### src/rtl/pe_pkg.sv
package pe_pkg;
  localparam int AW = 3;
  localparam logic [AW-1:0] A_STATE = 3'd0;
  localparam logic [AW-1:0] A_FBT   = 3'd1;
  localparam logic [AW-1:0] A_FFT   = 3'd2;
  localparam logic [AW-1:0] A_MASK  = 3'd3;
  localparam logic [AW-1:0] A_SEL   = 3'd4;
endpackage

### src/rtl/pe_cfg_regs.sv
module pe_cfg_regs #(
  parameter int W = 24
) (
  input  logic                    clk,
  input  logic                    rst,
  input  logic                    wr_en,
  input  logic [pe_pkg::AW-1:0]   addr,
  input  logic [W-1:0]            wr_data,
  output logic [W-1:0]            fbt,
  output logic [W-1:0]            fft,
  output logic [W-1:0]            mask,
  output logic [W-1:0]            sel
);
  import pe_pkg::*;

  always_ff @(posedge clk) begin
    if (rst) begin
      fbt  <= '0;
      fft  <= '0;
      mask <= '0;
      sel  <= '0;
    end else if (wr_en) begin
      case (addr)
        A_FBT:   fbt  <= wr_data;
        A_FFT:   fft  <= wr_data;
        A_MASK:  mask <= wr_data;
        A_SEL:   sel  <= wr_data;
        default: ;
      endcase
    end
  end
endmodule

### src/rtl/pe_feedback.sv
module pe_feedback #(
  parameter int W = 24
) (
  input  logic [W-1:0] state,
  input  logic [W-1:0] mask,
  input  logic         u,
  output logic         fb
);
  logic [W-1:0] low_bit;
  logic         src;

  // isolate the lowest set mask bit
  assign low_bit = mask & (~mask + {{(W-1){1'b0}}, 1'b1});
  assign src     = |(state & low_bit);
  assign fb      = (|mask) ? (src ^ u) : 1'b0;
endmodule

### src/rtl/pe_zero_det.sv
module pe_zero_det #(
  parameter int W = 24
) (
  input  logic [W-1:0] state,
  input  logic [W-1:0] sel,
  output logic         is_zero
);
  assign is_zero = ~|(state & sel);
endmodule

### src/rtl/pe_shift_core.sv
module pe_shift_core #(
  parameter int W = 24
) (
  input  logic         clk,
  input  logic         rst,
  input  logic         clr,
  input  logic         ld,
  input  logic [W-1:0] ld_data,
  input  logic         step,
  input  logic         f,
  input  logic         u,
  input  logic [W-1:0] fbt,
  input  logic [W-1:0] fft,
  output logic [W-1:0] state
);
  logic [W-1:0] nxt;

  for (genvar i = 0; i < W; i++) begin : g_bit
    if (i == 0) begin : g_first
      assign nxt[i] = (fbt[i] & f) ^ (fft[i] & u);
    end else begin : g_rest
      assign nxt[i] = state[i-1] ^ (fbt[i] & f) ^ (fft[i] & u);
    end
  end

  always_ff @(posedge clk) begin
    if (rst || clr) state <= '0;
    else if (ld)    state <= ld_data;
    else if (step)  state <= nxt;
  end
endmodule

### src/rtl/parity_enc_sreg.sv
module parity_enc_sreg #(
  parameter int W = 24
) (
  input  logic                  clk,
  input  logic                  rst,
  input  logic                  loc_clr,
  input  logic                  wr_en,
  input  logic [pe_pkg::AW-1:0] addr,
  input  logic [W-1:0]          wr_data,
  output logic [W-1:0]          rd_data,
  input  logic                  din,
  input  logic                  din_en,
  input  logic                  step,
  output logic                  fb_out,
  output logic                  zero_flag
);
  import pe_pkg::*;

  logic [W-1:0] state_q, fbt_q, fft_q, mask_q, sel_q;
  logic         u_in;
  logic         ld_state;
  logic [W-1:0] rd_mux;

  assign u_in     = din & din_en;
  assign ld_state = wr_en && (addr == A_STATE);

  pe_cfg_regs #(.W(W)) u_cfg (
    .clk(clk), .rst(rst), .wr_en(wr_en), .addr(addr), .wr_data(wr_data),
    .fbt(fbt_q), .fft(fft_q), .mask(mask_q), .sel(sel_q)
  );

  pe_feedback #(.W(W)) u_fb (
    .state(state_q), .mask(mask_q), .u(u_in), .fb(fb_out)
  );

  pe_shift_core #(.W(W)) u_core (
    .clk(clk), .rst(rst), .clr(loc_clr), .ld(ld_state), .ld_data(wr_data),
    .step(step), .f(fb_out), .u(u_in), .fbt(fbt_q), .fft(fft_q),
    .state(state_q)
  );

  pe_zero_det #(.W(W)) u_zd (
    .state(state_q), .sel(sel_q), .is_zero(zero_flag)
  );

  always_comb begin
    case (addr)
      A_STATE: rd_mux = state_q;
      A_FBT:   rd_mux = fbt_q;
      A_FFT:   rd_mux = fft_q;
      A_MASK:  rd_mux = mask_q;
      A_SEL:   rd_mux = sel_q;
      default: rd_mux = '0;
    endcase
  end

  always_ff @(posedge clk) begin
    if (rst) rd_data <= '0;
    else     rd_data <= rd_mux;
  end
endmodule

### config.mk
export PLATFORM = sky130hd
export DESIGN_NAME = parity_enc_sreg
export DESIGN_NICKNAME = d
export VERILOG_FILES = /design/src/rtl/pe_pkg.sv /design/src/rtl/pe_cfg_regs.sv /design/src/rtl/pe_feedback.sv /design/src/rtl/pe_zero_det.sv /design/src/rtl/pe_shift_core.sv /design/src/rtl/parity_enc_sreg.sv
export SDC_FILE = /design/constraint.sdc
export NUM_CORES = 1
export LEC_CHECK = 0
export ABC_AREA = 1
export BUFFER_PORTS_ARGS = -buffer_cell sky130_fd_sc_hd__buf_2
export CAP_MARGIN = 0
export CORE_ASPECT_RATIO = 2
export CORE_MARGIN = 5
export CORE_UTILIZATION = 60
export DETAILED_ROUTE_END_ITERATION = 7
export GPL_TIMING_DRIVEN = 0
export PLACE_DENSITY = 0.8
export SLEW_MARGIN = 20
export SYNTH_ARGS = -nofsm -noshare
export SYNTH_HDL_FRONTEND = slang
export SYNTH_SLANG_ARGS = --single-unit
### constraint.sdc
create_clock -name clk -period 2.45 [get_ports clk]
set_input_delay 0.3675 -clock clk [delete_from_list [all_inputs] [get_ports clk]]
set_output_delay 0.3675 -clock clk [all_outputs]
set_load 0.05 [all_outputs]
Yosys cells after proc, flatten, opt, wreduce, memory -nomap -nowiden
Index checks and enable logic that the tools add are counted.
{"block": "totals", "mem_bits_rw": 0, "latch_bits": 0, "n_memories": 0, "in_bits": 34, "word_cells": 128, "register_bits": 144, "output_inout_bits": 26, "mem_bits_ro": 0}
{"block": "classes", "div_mod_pow": 0, "n_lt_le_gt_ge": 0, "n_shift": 0, "n_addsub": 1, "n_eq_ne": 4, "n_reduce_logical": 12, "n_mul": 0, "n_mux": 4, "bitwise": 101}
{"cell": "$pmux W24 S5", "count": 1}
{"cell": "$and A24 B24 Y24", "count": 3}
{"cell": "$reduce_or A24 Y1", "count": 3}
{"cell": "$and A1 B1 Y1", "count": 49}
{"cell": "$mux W24", "count": 2}
{"cell": "$xor A1 B1 Y1", "count": 48}
{"cell": "$add A24 B1 Y24 const B", "count": 1}
{"cell": "$not A24 Y24", "count": 1}
{"cell": "$reduce_and A2 Y1", "count": 4}
{"cell": "$eq A3 B2 Y1 const B", "count": 2}
{"cell": "$eq A3 B1 Y1 const B", "count": 1}
{"cell": "$eq A3 B3 Y1 const B", "count": 1}
{"cell": "$logic_not A3 Y1", "count": 1}
{"cell": "$reduce_bool A2 Y1", "count": 1}
{"cell": "$logic_and A1 B1 Y1", "count": 1}
{"cell": "$logic_not A1 Y1", "count": 1}
{"cell": "$logic_or A1 B1 Y1", "count": 1}
{"cell": "$mux W1", "count": 1}

Logic depth before layout (Yosys ltp)
{"block": "depth", "depth_word": 12, "depth_mapped": 17, "mapped_depth_nobuf": 16}

Modules after synthesis
A second synthesis with hierarchy kept.
{"block": "hier_totals", "cells_unflattened": 1377, "hier_area_um2": 8405.6}
{"mod": "pe_cfg_regs", "seq_area_each_um2": 1921.8, "area_per_inst_um2": 3916.3, "cells_per_inst": 562, "n_inst": 1}
{"mod": "pe_shift_core", "seq_area_each_um2": 480.5, "area_per_inst_um2": 1894.3, "cells_per_inst": 331, "n_inst": 1}
{"mod": "parity_enc_sreg", "seq_area_each_um2": 480.5, "area_per_inst_um2": 1736.7, "cells_per_inst": 275, "n_inst": 1}
{"mod": "pe_feedback", "seq_area_each_um2": 0.0, "area_per_inst_um2": 663.1, "cells_per_inst": 159, "n_inst": 1}
{"mod": "pe_zero_det", "seq_area_each_um2": 0.0, "area_per_inst_um2": 195.2, "cells_per_inst": 50, "n_inst": 1}

Worst setup path after synthesis
No wires, ideal clock.
{"block": "synth_timing", "path_kind": "register -> output", "start": "register u_core.state[2]", "end": "output zero_flag", "stages_incl_launch_ff": 6, "slack_ns": -1.106, "required_time_ns": 2.082, "path_buffers": 0, "arrival_time_ns": 3.188, "cell_sequence": "dfxtp_1 -> inv_1 -> o22ai_1 -> nor4_1 -> nand3_1 -> a2111oi_0"}
{"block": "synth_via", "elab_chain_len": 3}
{"item": "from (decl)", "line_no": "pe_shift_core.sv:14", "source": "output logic [W-1:0] state"}
{"item": "from (signal assigned)", "line_no": "pe_shift_core.sv:28", "source": "else if (ld) state <= ld_data;"}
{"item": "from (signal assigned)", "line_no": "pe_shift_core.sv:29", "source": "else if (step) state <= nxt;"}
{"item": "$and A24 B24 Y24", "line_no": "pe_zero_det.sv:8", "source": "assign is_zero = ~|(state & sel);"}
{"item": "$reduce_or A24 Y1", "line_no": "pe_zero_det.sv:8"}
{"item": "$logic_not A1 Y1", "line_no": "pe_zero_det.sv:8"}
{"item": "to (decl)", "line_no": "parity_enc_sreg.sv:15", "source": "output logic zero_flag"}
Every way passes these cells.

Final worst setup path
{"block": "layout_timing", "start": "register u_cfg.mask[0]", "end": "output fb_out"}
{"block": "layout_via", "elab_chain_len": 7, "word_cells_on_any_way": 8, "classes_between": "add/sub (1); mux (1); bitwise (4); reduce/logical (2)"}
{"item": "from (decl)", "line_no": "pe_cfg_regs.sv:11", "source": "output logic [W-1:0] mask,"}
{"item": "from (signal assigned)", "line_no": "pe_cfg_regs.sv:26", "source": "A_MASK: mask <= wr_data;"}
{"item": "$not A24 Y24", "line_no": "pe_feedback.sv:13", "source": "assign low_bit = mask & (~mask + {{(W-1){1'b0}}, 1'b1});"}
{"item": "$add A24 B1 Y24", "line_no": "pe_feedback.sv:13"}
{"item": "$and A24 B24 Y24", "line_no": "pe_feedback.sv:13"}
{"item": "$and A24 B24 Y24", "line_no": "pe_feedback.sv:14", "source": "assign src = |(state & low_bit);"}
{"item": "$reduce_or A24 Y1", "line_no": "pe_feedback.sv:14"}
{"item": "$xor A1 B1 Y1", "line_no": "pe_feedback.sv:15", "source": "assign fb = (|mask) ? (src ^ u) : 1'b0;"}
{"item": "$mux W1 (*)", "line_no": "pe_feedback.sv:15"}
{"item": "to (decl)", "line_no": "parity_enc_sreg.sv:14", "source": "output logic fb_out,"}
Every way passes the cells marked *; elsewhere a longest branch is shown, timed or not.

==> summary.txt <==
Status
  • Failing checks: DRC, setup timing
  • Outcome: finished, violations left

Min path
  • Hold path endpoint: u_cfg.mask[18]$_SDFFE_PP0P_
  • Hold Path Cell Cnt: 3
  • Type of the worst min-delay path: primary input to register
  • Worst hold start: wr_data[18]

Route
  • Residual DRC: 3
  • Per-cell routed wire length: 21.5 µm
  • Initial drt markers: between 600 and 700
  • Via-per-instance ratio: 6.26
  • DR pass1 iterations: 8
  • Routed Antenna Nets: 0
  • Drt total wl: between 20000 and 30000 µm
  • Total number of vias: about 8100

GRT
  • Vias in the first global route: just over 8000
  • Initial antenna violation count: 0
  • Largest net degree at the start of global routing: 19
  • Total Routing Usage GR: between 30% and 40%
  • First-pass GRT wire length: approximately 43000 µm
  • GR peak layer: met2
  • Grt met3 use: around 8.0%
  • Remaining Overflow, GRT: 0
  • Met2 GRT Util: between 60% and 70%
  • Met1 GRT Util: 39.1%

Yosys
  • Synthesized net count: 1092
  • Top post-synthesis cells by area: dfxtp_1 39%, a211oi_1 8.7%, inv_1 8.7%
  • Synthesized area per cell: a little over 7 µm²
  • Largest area contributor in the netlist: dfxtp_1
  • Post-Syn Area: 7480 µm²
  • Synth Register Bits: 144
  • Netlist cell types: 35
  • Synth Instances: between 1000 and 1500
  • Warnings, synthesis: 0
  • Sequential share of the synthesized area: roughly two fifths
  • Yosys top cell area share: between 30% and 40%

STA
  • Worst Skew: ~0.0093 ns
  • Fin crit period: approximately 2.5 ns
  • Max-slew violations: 0
  • Period utilization: 103%
  • Max Fclk: roughly 400 MHz
  • Worst Tran Pin Value: ~0.97 ns
  • Hold Fails Final Rpt: 0
  • Post-route setup TNS: -0.0710 ns
  • PnR worst setup slack: -0.0710 ns
  • # setup viols final: 1
  • Slew margin rel.: 35.1%
  • RSZ-0062 raised after global routing: yes

Critical path
  • CP arrival: 2.15 ns
  • R2r endpoint: u_core.state[23]$_SDFFE_PP0P_
  • Top delay family on crit path: simple AND/OR/NAND/NOR gates
  • Max incr delay on CP: 0.36 ns
  • Crit Path Max Fanout: 4
  • CP Capture Type: primary output
  • Crit path launch type: register
  • Reg2reg start: u_cfg.mask[0]$_SDFFE_PP0P_
  • Reg-to-reg slack, setup: 0.08 ns
  • Reg2reg path depth: 15
  • Worst Path Buf+Inv: 2
  • Crit path kind: register to primary output
  • CP max stage cell: dfxtp_4
  • Worst EP required: between 2 and 2.5 ns
  • Most used cell, CP: nor2_4
  • CP cell instances: nor2_4 > nand2_4 > nor2_4 > nand2_4 > nor2_4 > nand2_1 > nand2_2 > nor2_4 > nand3_2 > nand2_4 > nand3_4 > inv_8 > buf_8

Clock tree
  • Clk buf depth: 2
  • CTS Buf Count: 17
  • Hold-fix buffers, CTS: 0
  • Clock-pin transition on the worst setup and hold timing paths: around 0.060 ns
  • CTS tree: done
  • H-tree depth: 4
  • Clk sinks: roughly 140
  • Root buffer cell: clkbuf_16
  • Worst skew pair latency: about 0.42 ns

Floorplanning
  • Row cnt: 57
  • Initial Utilization: about three fifths
  • Core Area: between 10000 and 15000 µm²
  • Die area: between 10000 and 15000 µm²
  • I/O Pins: 60
  • Die width: 89.0 µm
  • Die height: approximately 170 µm

Power and ir drop
  • P_int: 4.09 mW
  • Switching Power: about 1.6 mW
  • Sw frac: approximately 28%
  • PD cells: approximately 650 nW/µm²
  • Share of power burned in registers: 43.1%
  • Static leakage: ~3.3 nW
  • Combinational share of power: 12.7%
  • Max VDD drop: 563 µV
  • Clock power frac: 44.2%

Placed design
  • GP Congestion: around 1.0
  • Placed cell areas: approximately 8000 µm²
  • DP Wirelength: approximately 20000 µm
  • PortBufs: 59

Cells and area
  • Antenna diodes: 0
  • Share of cells above drive strength 1: 14.9%
  • Nets: roughly 1200
  • Design area: a little under 9000 µm²
  • Area grow syn2layout: 16.6%

Job
  • Max-cap violations: 0
flip-flops by register name, summed over array words and instances, names as in the netlist:
register      cells
u_cfg.fbt        24
u_cfg.sel        24
u_cfg.mask       24
u_cfg.fft        24
u_core.state     24
rd_data          24
cell usage after synthesis (all sizes together):
library cell,instances
buf,16
nand4,34
nand2,176
a211oi,87
clkbuf,45
xor2,23
inv,177
o21ai,14
nand3,61
o2111ai,1
o221ai,1
nand3b,3
a221oi,23
nor4,1
a21oi,62
dfxtp,144
nor2,141
or2,1
a2111oi,1
o22ai,43
nor3,4
worst max path at each step:
| stage | from | end | slack (ns) | depth (start not counted) |
|---|---|---|---|---|
| floorplan | u_core.state[2]$_SDFFE_PP0P_ | zero_flag | 0.26 | 5 |
| global placement | addr[0] | u_core.state[8]$_SDFFE_PP0P_ | -0.41 | 10 |
| detailed placement | addr[0] | u_core.state[8]$_SDFFE_PP0P_ | -0.38 | 10 |
| CTS | u_core.state[7]$_SDFFE_PP0P_ | zero_flag | 0.01 | 6 |
| global route | u_cfg.mask[0]$_SDFFE_PP0P_ | fb_out | -0.15 | 13 |
| finish | u_cfg.mask[0]$_SDFFE_PP0P_ | fb_out | -0.07 | 13 |
power groups by stage:
stage	sequential (mW)	combinational [mW]	clock [mW]
finish	2.46	0.725	2.52
global route	2.46	0.763	2.64
CTS	2.46	0.682	2.52
detailed placement	2.51	0.651	0
global placement	2.51	0.646	0
floorplan	2.51	0.384	0
placed cells by master, fill, tap and decap left out, drive strengths merged, types with 14 or more instances in the layout:
master / instances
xor2: 23
a211oi: 87
nor2: 141
o21ai: 14
a21oi: 62
buf: 79
dfxtp: 144
inv: 177
o22ai: 43
nand3: 61
nand2: 176
clkbuf: 63
a221oi: 23
nand4: 34
cell families after synthesis:
kind of cell	after synthesis	share of synthesized area, %
AO/OA/AOI/OAI	232	20.9
flip-flops	144	38.5
buffers and inverters	238	12.3
XOR/XNOR	23	2.69
AND/OR/NAND/NOR	421	25.6
per-layer routing:
metal / routed length, µm / vias up
li1: - / 3697
met1: 8750 / 3689
met2: 13700 / 525
met3: 2550 / 209
met4: 2880 / 0
met5: 0 / -
per-stage QoR:
stage	hold WS (ns)	power [mW]	instances	worst slack [ns]	util [%]
2_1_floorplan	0.445	2.90	1058	0.262	-
3_3_place_gp	0.460	3.15	1264	-0.411	65.3
3_5_place_dp	0.463	3.16	1264	-0.378	65.3
4_1_cts	0.234	5.66	1297	0.0106	70.9
5_1_grt	0.249	5.87	1297	-0.151	71.5
6_report	0.241	5.71	1297	-0.0710	71.5
tightest hold or removal path, cell delays in order:
cell and delay (ns):
buf_2 0.11, nor2_1 0.09, a211oi_1 0.04
area by class of cell:
class / instances / area [µm²]
multi-input combinational: 676 / 3820
fill: 1051 / 3470
sequential: 144 / 2900
inverter: 177 / 672
clock buffer: 18 / 439
timing repair buffer: 64 / 349
buffer: 60 / 240
tap: 147 / 184
clock inverter: 11 / 119
timing repair:
| item | CTS | global route |
|---|---|---|
| setup endpoints to repair | 4 | 22 |
| cloned | 0 | 0 |
| setup buffers | 5 | 0 |
| resized for setup | 27 | 21 |
| pin swaps | 8 | 7 |
Note: power is estimated with default switching activity, not from simulation.
